$ cat src/rtl/horner_pkg.sv
package horner_pkg;
    localparam int DATA_W = 32;

    typedef enum logic {
        ST_IDLE = 1'b0,
        ST_RUN  = 1'b1
    } hstate_t;
endpackage

$ cat src/rtl/horner_ctrl.sv
module horner_ctrl
    import horner_pkg::*;
(
    input  logic clk,
    input  logic rst_n,
    input  logic coef_valid,
    input  logic coef_first,
    input  logic coef_last,
    output logic start,
    output logic accept,
    output logic done
);
    hstate_t state_q, state_d;

    always_comb begin
        state_d = state_q;
        start   = 1'b0;
        accept  = 1'b0;
        unique case (state_q)
            ST_IDLE: begin
                if (coef_valid && coef_first) begin
                    start  = 1'b1;
                    accept = 1'b1;
                    state_d = coef_last ? ST_IDLE : ST_RUN;
                end
            end
            ST_RUN: begin
                if (coef_valid) begin
                    start  = coef_first;
                    accept = 1'b1;
                    if (coef_last) state_d = ST_IDLE;
                end
            end
            default: state_d = ST_IDLE;
        endcase
    end

    always_ff @(posedge clk or negedge rst_n) begin
        if (!rst_n) state_q <= ST_IDLE;
        else        state_q <= state_d;
    end

    always_ff @(posedge clk or negedge rst_n) begin
        if (!rst_n) done <= 1'b0;
        else        done <= accept && coef_last;
    end


    done_after_last_chk: assert property (@(posedge clk) disable iff (!rst_n)
        done |-> $past(coef_valid && coef_last));


    idle_ignore_chk: assert property (@(posedge clk) disable iff (!rst_n)
        (state_q == ST_IDLE && coef_valid && !coef_first) |=> (state_q == ST_IDLE && !done));


    single_coef_chk: assert property (@(posedge clk) disable iff (!rst_n)
        (coef_valid && coef_first && coef_last) |=> (done && state_q == ST_IDLE));
endmodule

$ cat src/rtl/horner_datapath.sv
module horner_datapath
    import horner_pkg::*;
#(
    parameter int W = DATA_W
) (
    input  logic         clk,
    input  logic         rst_n,
    input  logic         start,
    input  logic         accept,
    input  logic [W-1:0] x_in,
    input  logic [W-1:0] coef_in,
    output logic [W-1:0] acc
);
    logic [W-1:0] x_q;
    logic [W-1:0] acc_q;
    logic [W-1:0] prod;
    logic [W-1:0] sum;

    assign prod = x_q * acc_q;
    assign sum  = coef_in + prod;
    assign acc  = acc_q;

    always_ff @(posedge clk or negedge rst_n) begin
        if (!rst_n) begin
            x_q   <= '0;
            acc_q <= '0;
        end else if (start) begin
            x_q   <= x_in;
            acc_q <= coef_in;
        end else if (accept) begin
            acc_q <= sum;
        end
    end


    first_load_chk: assert property (@(posedge clk) disable iff (!rst_n)
        start |=> acc_q == $past(coef_in));


    x_hold_chk: assert property (@(posedge clk) disable iff (!rst_n)
        !start |=> $stable(x_q));


    stall_hold_chk: assert property (@(posedge clk) disable iff (!rst_n)
        !accept |=> $stable(acc_q));
endmodule

$ cat src/rtl/horner_eval.sv
module horner_eval
    import horner_pkg::*;
(
    input  logic              clk,
    input  logic              rst_n,
    input  logic [DATA_W-1:0] x_in,
    input  logic [DATA_W-1:0] coef_in,
    input  logic              coef_valid,
    input  logic              coef_first,
    input  logic              coef_last,
    output logic [DATA_W-1:0] result,
    output logic              done
);
    logic start;
    logic accept;

    horner_ctrl u_ctrl (
        .clk        (clk),
        .rst_n      (rst_n),
        .coef_valid (coef_valid),
        .coef_first (coef_first),
        .coef_last  (coef_last),
        .start      (start),
        .accept     (accept),
        .done       (done)
    );

    horner_datapath #(.W(DATA_W)) u_dp (
        .clk     (clk),
        .rst_n   (rst_n),
        .start   (start),
        .accept  (accept),
        .x_in    (x_in),
        .coef_in (coef_in),
        .acc     (result)
    );


    result_hold_chk: assert property (@(posedge clk) disable iff (!rst_n)
        done |=> (done || $stable(result) || $past(coef_valid)));
endmodule

$ cat config.mk
export PLATFORM = sky130hd
export DESIGN_NAME = horner_eval
export DESIGN_NICKNAME = d
export VERILOG_FILES = /design/src/rtl/horner_pkg.sv /design/src/rtl/horner_ctrl.sv /design/src/rtl/horner_datapath.sv /design/src/rtl/horner_eval.sv
export SDC_FILE = /design/constraint.sdc
export NUM_CORES = 1
export LEC_CHECK = 0
export ABC_AREA = 1
export BUFFER_PORTS_ARGS = -buffer_cell sky130_fd_sc_hd__buf_4
export CORE_ASPECT_RATIO = 0.5
export CORE_MARGIN = 5
export CORE_UTILIZATION = 62
export CTS_CLUSTER_DIAMETER = 50
export DETAILED_ROUTE_END_ITERATION = 10
export GPL_TIMING_DRIVEN = 0
export PLACE_DENSITY = 0.82
export RECOVER_POWER = 50
export SLEW_MARGIN = 25
export SYNTH_ARGS = -nofsm -noshare
export SYNTH_HDL_FRONTEND = slang
export SYNTH_HIERARCHICAL = 1
export SYNTH_SLANG_ARGS = --single-unit
export TNS_END_PERCENT = 50
$ cat constraint.sdc
create_clock -name clk -period 13.41 [get_ports clk]
set_input_delay 4.023 -clock clk [delete_from_list [all_inputs] [get_ports clk]]
set_output_delay 4.023 -clock clk [all_outputs]
set_load 0.005 [all_outputs]
==> Yosys cells after proc, flatten, opt, wreduce, memory -nomap -nowiden <==
Cells that the tools add are included.
{ "totals": {"inputBits": 69, "regBits": 66, "word_cells": 21} }
{ "classes": {"n_reduce_logical": 3, "multipliers": 1, "mux": 11, "add_sub_neg": 1, "bitwise": 1} }
{ "op_table": {"columns": ["operator", "count"], "rows": [
  ["$mux W32", 2],
  ["$add A32 B32 Y32", 1],
  ["$mul A32 B32 Y32", 1],
  ["$mux W1", 6],
  ["$pmux W1 S2", 3],
  ["$logic_and A1 B1 Y1", 2],
  ["$reduce_bool A2 Y1", 1],
  ["$not A1 Y1", 1]
]} }

==> Depth between registers and ports, before layout <==
Gate-level depths: netlist of the first run.
{ "logic_depth": {"ltp_word": 5, "depth_mapped": 35} }

==> Modules after synthesis <==
Netlist of the first run, hierarchy kept.
{ "modules_own_cells": {"columns": ["module", "n_inst", "seq_area_each_um2", "area_per_inst_um2", "cells_each"], "rows": [
  ["horner_datapath", 1, 1601.5, 20350.8, 2682],
  ["horner_ctrl", 1, 50.0, 101.3, 13]
]} }

==> Worst setup path after synthesis of the first run <==
No wires, ideal clock.
{ "synth_timing": {"path_kind": "input to register", "from": "input coef_in[18]", "to": "register u_dp.acc_q[24], in the netlist u_dp/acc[24]", "setup_ns": 0.133, "required_time_ns": 13.277, "n_path_buf": 0, "stages": 25, "setup_slack_ns": 3.752, "arrival_time_ns": 9.525, "path_cell_list": "fa_1 fa_1 fa_1 inv_1 fa_1 inv_1 fa_1 inv_1 fa_1 inv_1 fa_1 inv_1 fa_1 inv_1 ha_1 nand2_1 inv_1 nand2_1 nor3_1 nand4_1 nand3_1 nand3_1 nand2_1 xnor2_1 o21ai_0"} }
{ "synth_via": {"elab_chain_len": 3} }
{ "synth_rtl": {"columns": ["element", "line_no", "source"], "rows": [
  ["from (decl)", "horner_eval.sv:7", "input logic [DATA_W-1:0] coef_in,"],
  ["$add A32 B32 Y32", "horner_datapath.sv:20", "assign sum = coef_in + prod;"],
  ["$mux W32", "horner_datapath.sv:30", "end else if (accept) begin"],
  ["$mux W32", "horner_datapath.sv:27", "end else if (start) begin"],
  ["to (signal assigned)", "horner_datapath.sv:29", "acc_q <= coef_in;"],
  ["to (signal assigned)", "horner_datapath.sv:31", "acc_q <= sum;"],
  ["to (decl)", "horner_datapath.sv:15", "logic [W-1:0] acc_q;"]
]} }
Every way passes these cells. The select of a mux whose other input is x is not followed.
A chain may end at the register's enable or synchronous reset.

==> Final worst setup path of the first run <==
{ "layout_timing": {"from": "input coef_in[21]", "to": "register u_dp.acc_q[24], in the netlist u_dp/acc[24]"} }
Same word-level chain as after synthesis.

==> impl_metrics.env, run 1 <==
export IMPL_status="finished, violations left"
export IMPL_failed_checks="capacitance limit, slew limit"
export IMPL_core_area_sq_um=32800
export IMPL_r2r_slack_ns=4.60
export IMPL_yosysWarnings=6
export IMPL_yosysTopAreaCellShare_pct=42.9
export IMPL_num_antenna_cells=0
export IMPL_numClockSinks=66
export IMPL_first_pass_iters=6
export IMPL_grt_pass1_vias=17500
export IMPL_place_congestion=1.05
export IMPL_synth_top_cell_by_area="fa_1"
export IMPL_path_depth=26
export IMPL_die_y_um=138
export IMPL_crit_path_end="u_dp/acc[24]$_DFFE_PN0P_"
export IMPL_final_hold_viol_count=0
export IMPL_nNetsFinal=3438
export IMPL_numCtsBuffers=9
export IMPL_layout_commonest_cell="inv_1"
export IMPL_cp_top_family="adder cells"
export IMPL_initialDrtViolationCount=2317
export IMPL_antenna_found_initial=1
export IMPL_use_met1_pct=52.5
export IMPL_cts_resized=0
export IMPL_crit_arrival_ns=11.13
export IMPL_crit_fanout=4
export IMPL_ys_async_sr_fraction_pct=100
export IMPL_hold_class="flop to flop"
export IMPL_cts_htree_levels=3
export IMPL_port_buffers=101
export IMPL_synth_top_flop_cell="dfrtp_1"
export IMPL_cts_root_buffer="clkbuf_16"
export IMPL_synthesis_nets=3326
export IMPL_grt_usage_pct=37.5
export IMPL_synth_cells=2695
export IMPL_setup_viol=0
export IMPL_grt_overflow=0
export IMPL_relSlewSlack_pct=-170
export IMPL_totalNegativeSetupSlack_ns=0
export IMPL_synth_cell_type_count=42
export IMPL_drt_drc_violations_left=0
export IMPL_syn_area_sq_um=20500
export IMPL_stdcell_count=3253
export IMPL_crit_type="primary input to flop"
export IMPL_worstMarginPinSlew_ns=4.05
export IMPL_cap_viol_max_count=1
export IMPL_clk_latency_ns=0.36
export IMPL_die_area_sq_um=36900
export IMPL_fin_crit_sh_pct=81.6
export IMPL_path_buf_inv=8
export IMPL_dp_hpwl_um=55900
export IMPL_clock_path_buffers=2
export IMPL_avgViaCountPerCell=5.49
export IMPL_synthTopCellsByArea="fa_1 43%, inv_1 16%, nand2_1 15%"
export IMPL_wl_per_cell_um=21.0
export IMPL_pin_count=102
export IMPL_drive_above_1_share_pct=6.05
export IMPL_r2r_end="u_dp/acc[24]$_DFFE_PN0P_"
export IMPL_slowest_stage="fa_1"
export IMPL_max_stage_delay_ns=0.59
export IMPL_ys_ff_latch=66
export IMPL_grt_pass1_wl_um=104000
export IMPL_path_clk_slew_ns=0.06
export IMPL_wirelength_um=68500
export IMPL_grt_util_met3_pct=16.5
export IMPL_vias=17900
export IMPL_skew_ns=0.0116
export IMPL_die_w_um=267
export IMPL_rr_startpoint="u_dp/acc[3]$_DFFE_PN0P_"
export IMPL_synth_area_per_cell_sq_um=7.59
export IMPL_worst_r2r_path_depth=27
export IMPL_met2_usage_pct=52.0
export IMPL_maxSlewViolCount=67
export IMPL_rsz0062_at_grt="false"
export IMPL_synth_seq_area_share_pct=8.08
export IMPL_cts_setup_buffers=0
export IMPL_path_common_cell="fa_1"
export IMPL_grt_max_degree=67
export IMPL_dp_cells=3237
export IMPL_ctsHoldBuffers=0
export IMPL_endpoint_kind="flop"
export IMPL_min_period_ns=10.94
export IMPL_area_growth_pct=8.04
export IMPL_fill_cells=2740
export IMPL_fp_row_count=47
export IMPL_synth_edf_count=0
export IMPL_busiest_layer="met1"
export IMPL_cts_tree="yes"
export IMPL_fmax_mhz=91.4
export IMPL_required_ns=13.60
export IMPL_start_util_pct=62.3
export IMPL_ant_nets=0
export IMPL_layout_common_cells="872 x inv_1, 811 x nand2_1, 438 x fa_1, 124 x ha_1, 98 x buf_4"
export IMPL_startpoint="coef_in[21]"
export IMPL_startpoint_type="primary input"
layout make-up:
| class | instances | area (sq um) | area share [%] |
|---|---|---|---|
| Buffer | 125 | 543 | 2.46 |
| Multi-Input combinational cell | 1626 | 15000 | 67.7 |
| Tap cell | 441 | 552 | 2.50 |
| Inverter | 878 | 3300 | 14.9 |
| Sequential cell | 66 | 1650 | 7.47 |
| Clock buffer | 9 | 225 | 1.02 |
| Timing Repair Buffer | 101 | 736 | 3.33 |
| Clock inverter | 7 | 125 | 0.566 |
synth_stat cells, drive strengths merged (17+ instances only):
cell    count
a21oi      35
xnor2      19
nand3      40
xor2       17
clkbuf     84
nand2     823
fa        438
ha        124
nor2       24
dfrtp      66
buf        41
a22oi      22
inv       876
o21ai      39
logic make-up after synthesis:
group,after synthesis,synth area share [%]
buf+inv,1003,18.7
simple gates,908,17.5
flops,66,8.08
fa+ha+maj,562,50.5
xor+xnor,36,1.67
compound gates,120,3.59
routing by layer:
layer | wire length (um) | vias to the layer above
met5 | 23 | -
met1 | 24900 | 8621
met4 | 3340 | 4
li1 | - | 7688
met3 | 12700 | 212
met2 | 27500 | 1327
flip-flops by register name, summed over array words and instances, names as in the netlist:
register / count
u_ctrl/done: 1
u_ctrl/state_q: 1
u_dp/acc: 32
u_dp/x_q: 32
worst register-to-register path, cell delays in order, from the launching register on:
cell      delay, ns
dfrtp_1        0.46
clkbuf_1       0.65
buf_1          0.57
nand2_1        0.11
inv_1          0.10
fa_1           0.44
fa_1           0.41
fa_1           0.63
inv_1          0.09
fa_1           0.54
inv_1          0.05
fa_1           0.48
fa_1           0.53
fa_1           0.49
inv_1          0.10
fa_1           0.51
inv_1          0.06
ha_1           0.35
nand2_1        0.14
inv_1          0.10
nand2_1        0.05
nor3_1         0.58
nand4_1        0.34
nand3_1        0.31
nand3_1        0.10
nand2_1        0.08
xnor2_1        0.18
o21ai_0        0.16
through the flow:
step / area (sq um) / setup WS, ns / utilization [%] / hold WS [ns]
2_1_floorplan: 20500 / 3.75 / - / 0.462
3_3_place_gp: 21800 / 2.39 / 66.3 / 0.488
3_5_place_dp: 21800 / 2.37 / 66.3 / 0.504
4_1_cts: 22100 / 2.72 / 67.4 / 0.517
5_1_grt: 22100 / 2.32 / 67.3 / 0.552
6_report: 22100 / 2.47 / 67.3 / 0.519
worst min-delay path by stage:
stage                        startpoint                        to  slack, ns  cells past startpoint
5_1_grt        u_dp/x_q[31]$_DFFE_PN0P_  u_dp/x_q[31]$_DFFE_PN0P_       0.55                      2
3_5_place_dp   u_dp/x_q[31]$_DFFE_PN0P_  u_dp/x_q[31]$_DFFE_PN0P_       0.50                      2
3_3_place_gp   u_dp/x_q[31]$_DFFE_PN0P_  u_dp/x_q[31]$_DFFE_PN0P_       0.49                      2
6_report       u_dp/x_q[31]$_DFFE_PN0P_  u_dp/x_q[31]$_DFFE_PN0P_       0.52                      2
2_1_floorplan  u_dp/x_q[21]$_DFFE_PN0P_  u_dp/x_q[21]$_DFFE_PN0P_       0.46                      2
4_1_cts        u_dp/x_q[31]$_DFFE_PN0P_  u_dp/x_q[31]$_DFFE_PN0P_       0.52                      2
Power of run 1 is left out: the tool's default activity adds up to more than one toggle a clock period on the data nets, which glitch-free logic cannot reach.
==> inputs of run 2 (changes only) <==
--- a/config.mk
+++ b/config.mk
@@ -5,7 +5,7 @@
 export SDC_FILE = /design/constraint.sdc
 export NUM_CORES = 1
 export LEC_CHECK = 0
-export ABC_AREA = 1
+export ABC_AREA = 0
 export BUFFER_PORTS_ARGS = -buffer_cell sky130_fd_sc_hd__buf_4
 export CORE_ASPECT_RATIO = 0.5
 export CORE_MARGIN = 5
@@ -13,7 +13,7 @@
 export CTS_CLUSTER_DIAMETER = 50
 export DETAILED_ROUTE_END_ITERATION = 10
 export GPL_TIMING_DRIVEN = 0
-export PLACE_DENSITY = 0.82
+export PLACE_DENSITY = 0.83
 export RECOVER_POWER = 50
 export SLEW_MARGIN = 25
 export SYNTH_ARGS = -nofsm -noshare
==> constraint.sdc (replaced) <==
create_clock -name clk -period 11 [get_ports clk]
set_input_delay 3.3 -clock clk [delete_from_list [all_inputs] [get_ports clk]]
set_output_delay 3.3 -clock clk [all_outputs]
set_load 0.005 [all_outputs]
==> impl_metrics.env, run 2 <==
export IMPL_drt_drc_violations_left=0
export IMPL_die_area_sq_um=35200
export IMPL_r2r_end="u_dp/acc[30]$_DFFE_PN0P_"
export IMPL_synth_top_cell_by_area="fa_1"
export IMPL_wl_per_cell_um=25.0
export IMPL_pin_count=102
export IMPL_clk_latency_ns=0.34
export IMPL_crit_type="primary input to flop"
export IMPL_ys_async_sr_fraction_pct=100
export IMPL_synth_most_common_cell="inv_1"
export IMPL_grt_pass1_vias=16200
export IMPL_rsz0062_at_grt="false"
export IMPL_synth_cells=2093
export IMPL_start_util_pct=63.5
export IMPL_worst_r2r_path_depth=24
export IMPL_layout_commonest_cell="inv_1"
export IMPL_crit_fanout=6
export IMPL_startpoint="coef_in[21]"
export IMPL_synth_top_flop_cell="dfrtp_1"
export IMPL_grt_overflow=0
export IMPL_hold_class="flop to flop"
export IMPL_area_growth_pct=8.17
export IMPL_antenna_found_initial=5
export IMPL_wirelength_um=65800
export IMPL_syn_area_sq_um=19400
export IMPL_worstHoldPathCells=1
export IMPL_relSlewSlack_pct=-164
export IMPL_ctsHoldBuffers=0
export IMPL_avgViaCountPerCell=5.92
export IMPL_fin_crit_sh_pct=92.9
export IMPL_failed_checks="capacitance limit, slew limit"
export IMPL_die_w_um=260
export IMPL_hold_start="u_dp/x_q[31]$_DFFE_PN0P_"
export IMPL_maxSlewViolCount=67
export IMPL_yosys_top_cells_count="490 x inv_1, 438 x fa_1, 320 x and2_1"
export IMPL_cts_tree="yes"
export IMPL_cts_resized=0
export IMPL_synth_cell_type_count=53
export IMPL_drive_above_1_share_pct=7.06
export IMPL_path_clk_slew_ns=0.07
export IMPL_vias=15600
export IMPL_fmax_mhz=97.9
export IMPL_nNetsFinal=2837
export IMPL_required_ns=11.22
export IMPL_worstMarginPinSlew_ns=3.96
export IMPL_yosysTopAreaCellShare_pct=45.1
export IMPL_grt_max_degree=67
export IMPL_die_y_um=135
export IMPL_initialDrtViolationCount=2142
export IMPL_dp_hpwl_um=53300
export IMPL_port_buffers=101
export IMPL_numCtsBuffers=9
export IMPL_synth_edf_count=0
export IMPL_synthTopCellsByArea="fa_1 45%, and2_1 10%, inv_1 9.5%"
export IMPL_rr_startpoint="u_dp/acc[4]$_DFFE_PN0P_"
export IMPL_dp_cells=2618
export IMPL_skew_ns=0.00790
export IMPL_cts_setup_buffers=0
export IMPL_min_period_ns=10.21
export IMPL_core_area_sq_um=30600
export IMPL_cap_viol_max_count=1
export IMPL_numClockSinks=66
export IMPL_final_hold_viol_count=0
export IMPL_yosysWarnings=6
export IMPL_startpoint_type="primary input"
export IMPL_first_pass_iters=6
export IMPL_clock_path_buffers=2
export IMPL_holdPathEnd="u_dp/x_q[31]$_DFFE_PN0P_"
export IMPL_endpoint_kind="flop"
export IMPL_totalNegativeSetupSlack_ns=0
export IMPL_cts_root_buffer="clkbuf_16"
export IMPL_cts_htree_levels=3
export IMPL_fp_row_count=45
export IMPL_place_congestion=1.08
export IMPL_ys_ff_latch=66
export IMPL_grt_pass1_wl_um=98300
export IMPL_setup_viol=0
export IMPL_synth_seq_area_share_pct=8.49
export IMPL_r2r_slack_ns=2.14
export IMPL_synthesis_nets=2724
export IMPL_stdcell_count=2636
export IMPL_grt_usage_pct=38.4
export IMPL_status="finished, violations left"
export IMPL_ant_nets=0
export IMPL_synth_area_per_cell_sq_um=9.29
export IMPL_crit_arrival_ns=10.43
export IMPL_layout_common_cells="490 x inv_1, 438 x fa_1, 320 x and2_1, 241 x nand2_1, 124 x ha_1"
-- run 2: changes by cell type in the layout (fill, tap and decap cells not counted), moves of 14 or more --
cell / change
nand3_1: -34
xnor2_1: +47
and2_1: +320
mux2i_1: +14
inv_1: -382
a22oi_1: -19
mux2_2: +32
nand2_1: -570
clkbuf_1: +19
-- run 2: cells by family after synthesis --
group	share of synthesized area [%]
AO/OA/AOI/OAI	3.95
XOR/XNOR	3.76
adder cells (fa/ha/maj)	53.1
buffers and inverters	11.5
flip-flops	8.49
multiplexers	2.57
AND/OR/NAND/NOR	16.6
-- run 2: layer usage --
metal / vias up / global-route usage (%) / wire (um)
met5: - / 1.94 / 174
li1: 6310 / - / -
met4: 12 / 13.7 / 3320
met1: 7727 / 52.9 / 24700
met3: 234 / 19.3 / 12200
met2: 1331 / 52.1 / 25400
-- run 2: how the worst max path moves through the flow --
stage,to,slack [ns],cells after the start
floorplan,u_dp/acc[27]$_DFFE_PN0P_,1.62,23
global placement,u_dp/acc[30]$_DFFE_PN0P_,0.79,24
detailed placement,u_dp/acc[30]$_DFFE_PN0P_,0.69,24
CTS,u_dp/acc[30]$_DFFE_PN0P_,1.04,24
global route,u_dp/acc[28]$_DFFE_PN0P_,0.69,24
finish,u_dp/acc[30]$_DFFE_PN0P_,0.79,24
-- run 2: area by class of cell --
type	count	area [sq um]
Antenna cell	2	5.00
Tap cell	423	529
Sequential cell	66	1650
Clock buffer	9	225
Buffer	108	408
Inverter	490	1840
Multi-Input combinational cell	1429	15500
Clock inverter	7	68.8
Fill cell	2422	9590
Timing Repair Buffer	102	762
-- run 2: metrics by stage --
stage / area [sq um] / utilization [%] / setup WS, ns / hold WS, ns
2_1_floorplan: 19400 / - / 1.62 / 0.481
3_3_place_gp: 20700 / 67.7 / 0.794 / 0.505
3_5_place_dp: 20800 / 67.7 / 0.693 / 0.539
4_1_cts: 21000 / 68.7 / 1.04 / 0.553
5_1_grt: 21000 / 68.7 / 0.691 / 0.561
6_report: 21000 / 68.7 / 0.786 / 0.548
-- run 2: worst max-delay path, stage by stage --
cell	delay [ns]
buf_4	0.11
inv_1	0.14
fa_1	0.46
fa_1	0.56
inv_1	0.05
fa_1	0.53
inv_1	0.10
fa_1	0.55
inv_1	0.06
fa_1	0.48
fa_1	0.55
fa_1	0.51
inv_1	0.09
fa_1	0.51
inv_1	0.05
ha_1	0.37
a21oi_1	0.16
o21ai_0	0.21
a21oi_1	0.28
o21ai_0	0.29
o41ai_1	0.62
o21ai_1	0.17
xnor2_1	0.18
o21ai_1	0.09
Power of run 2 is left out for the same reason.
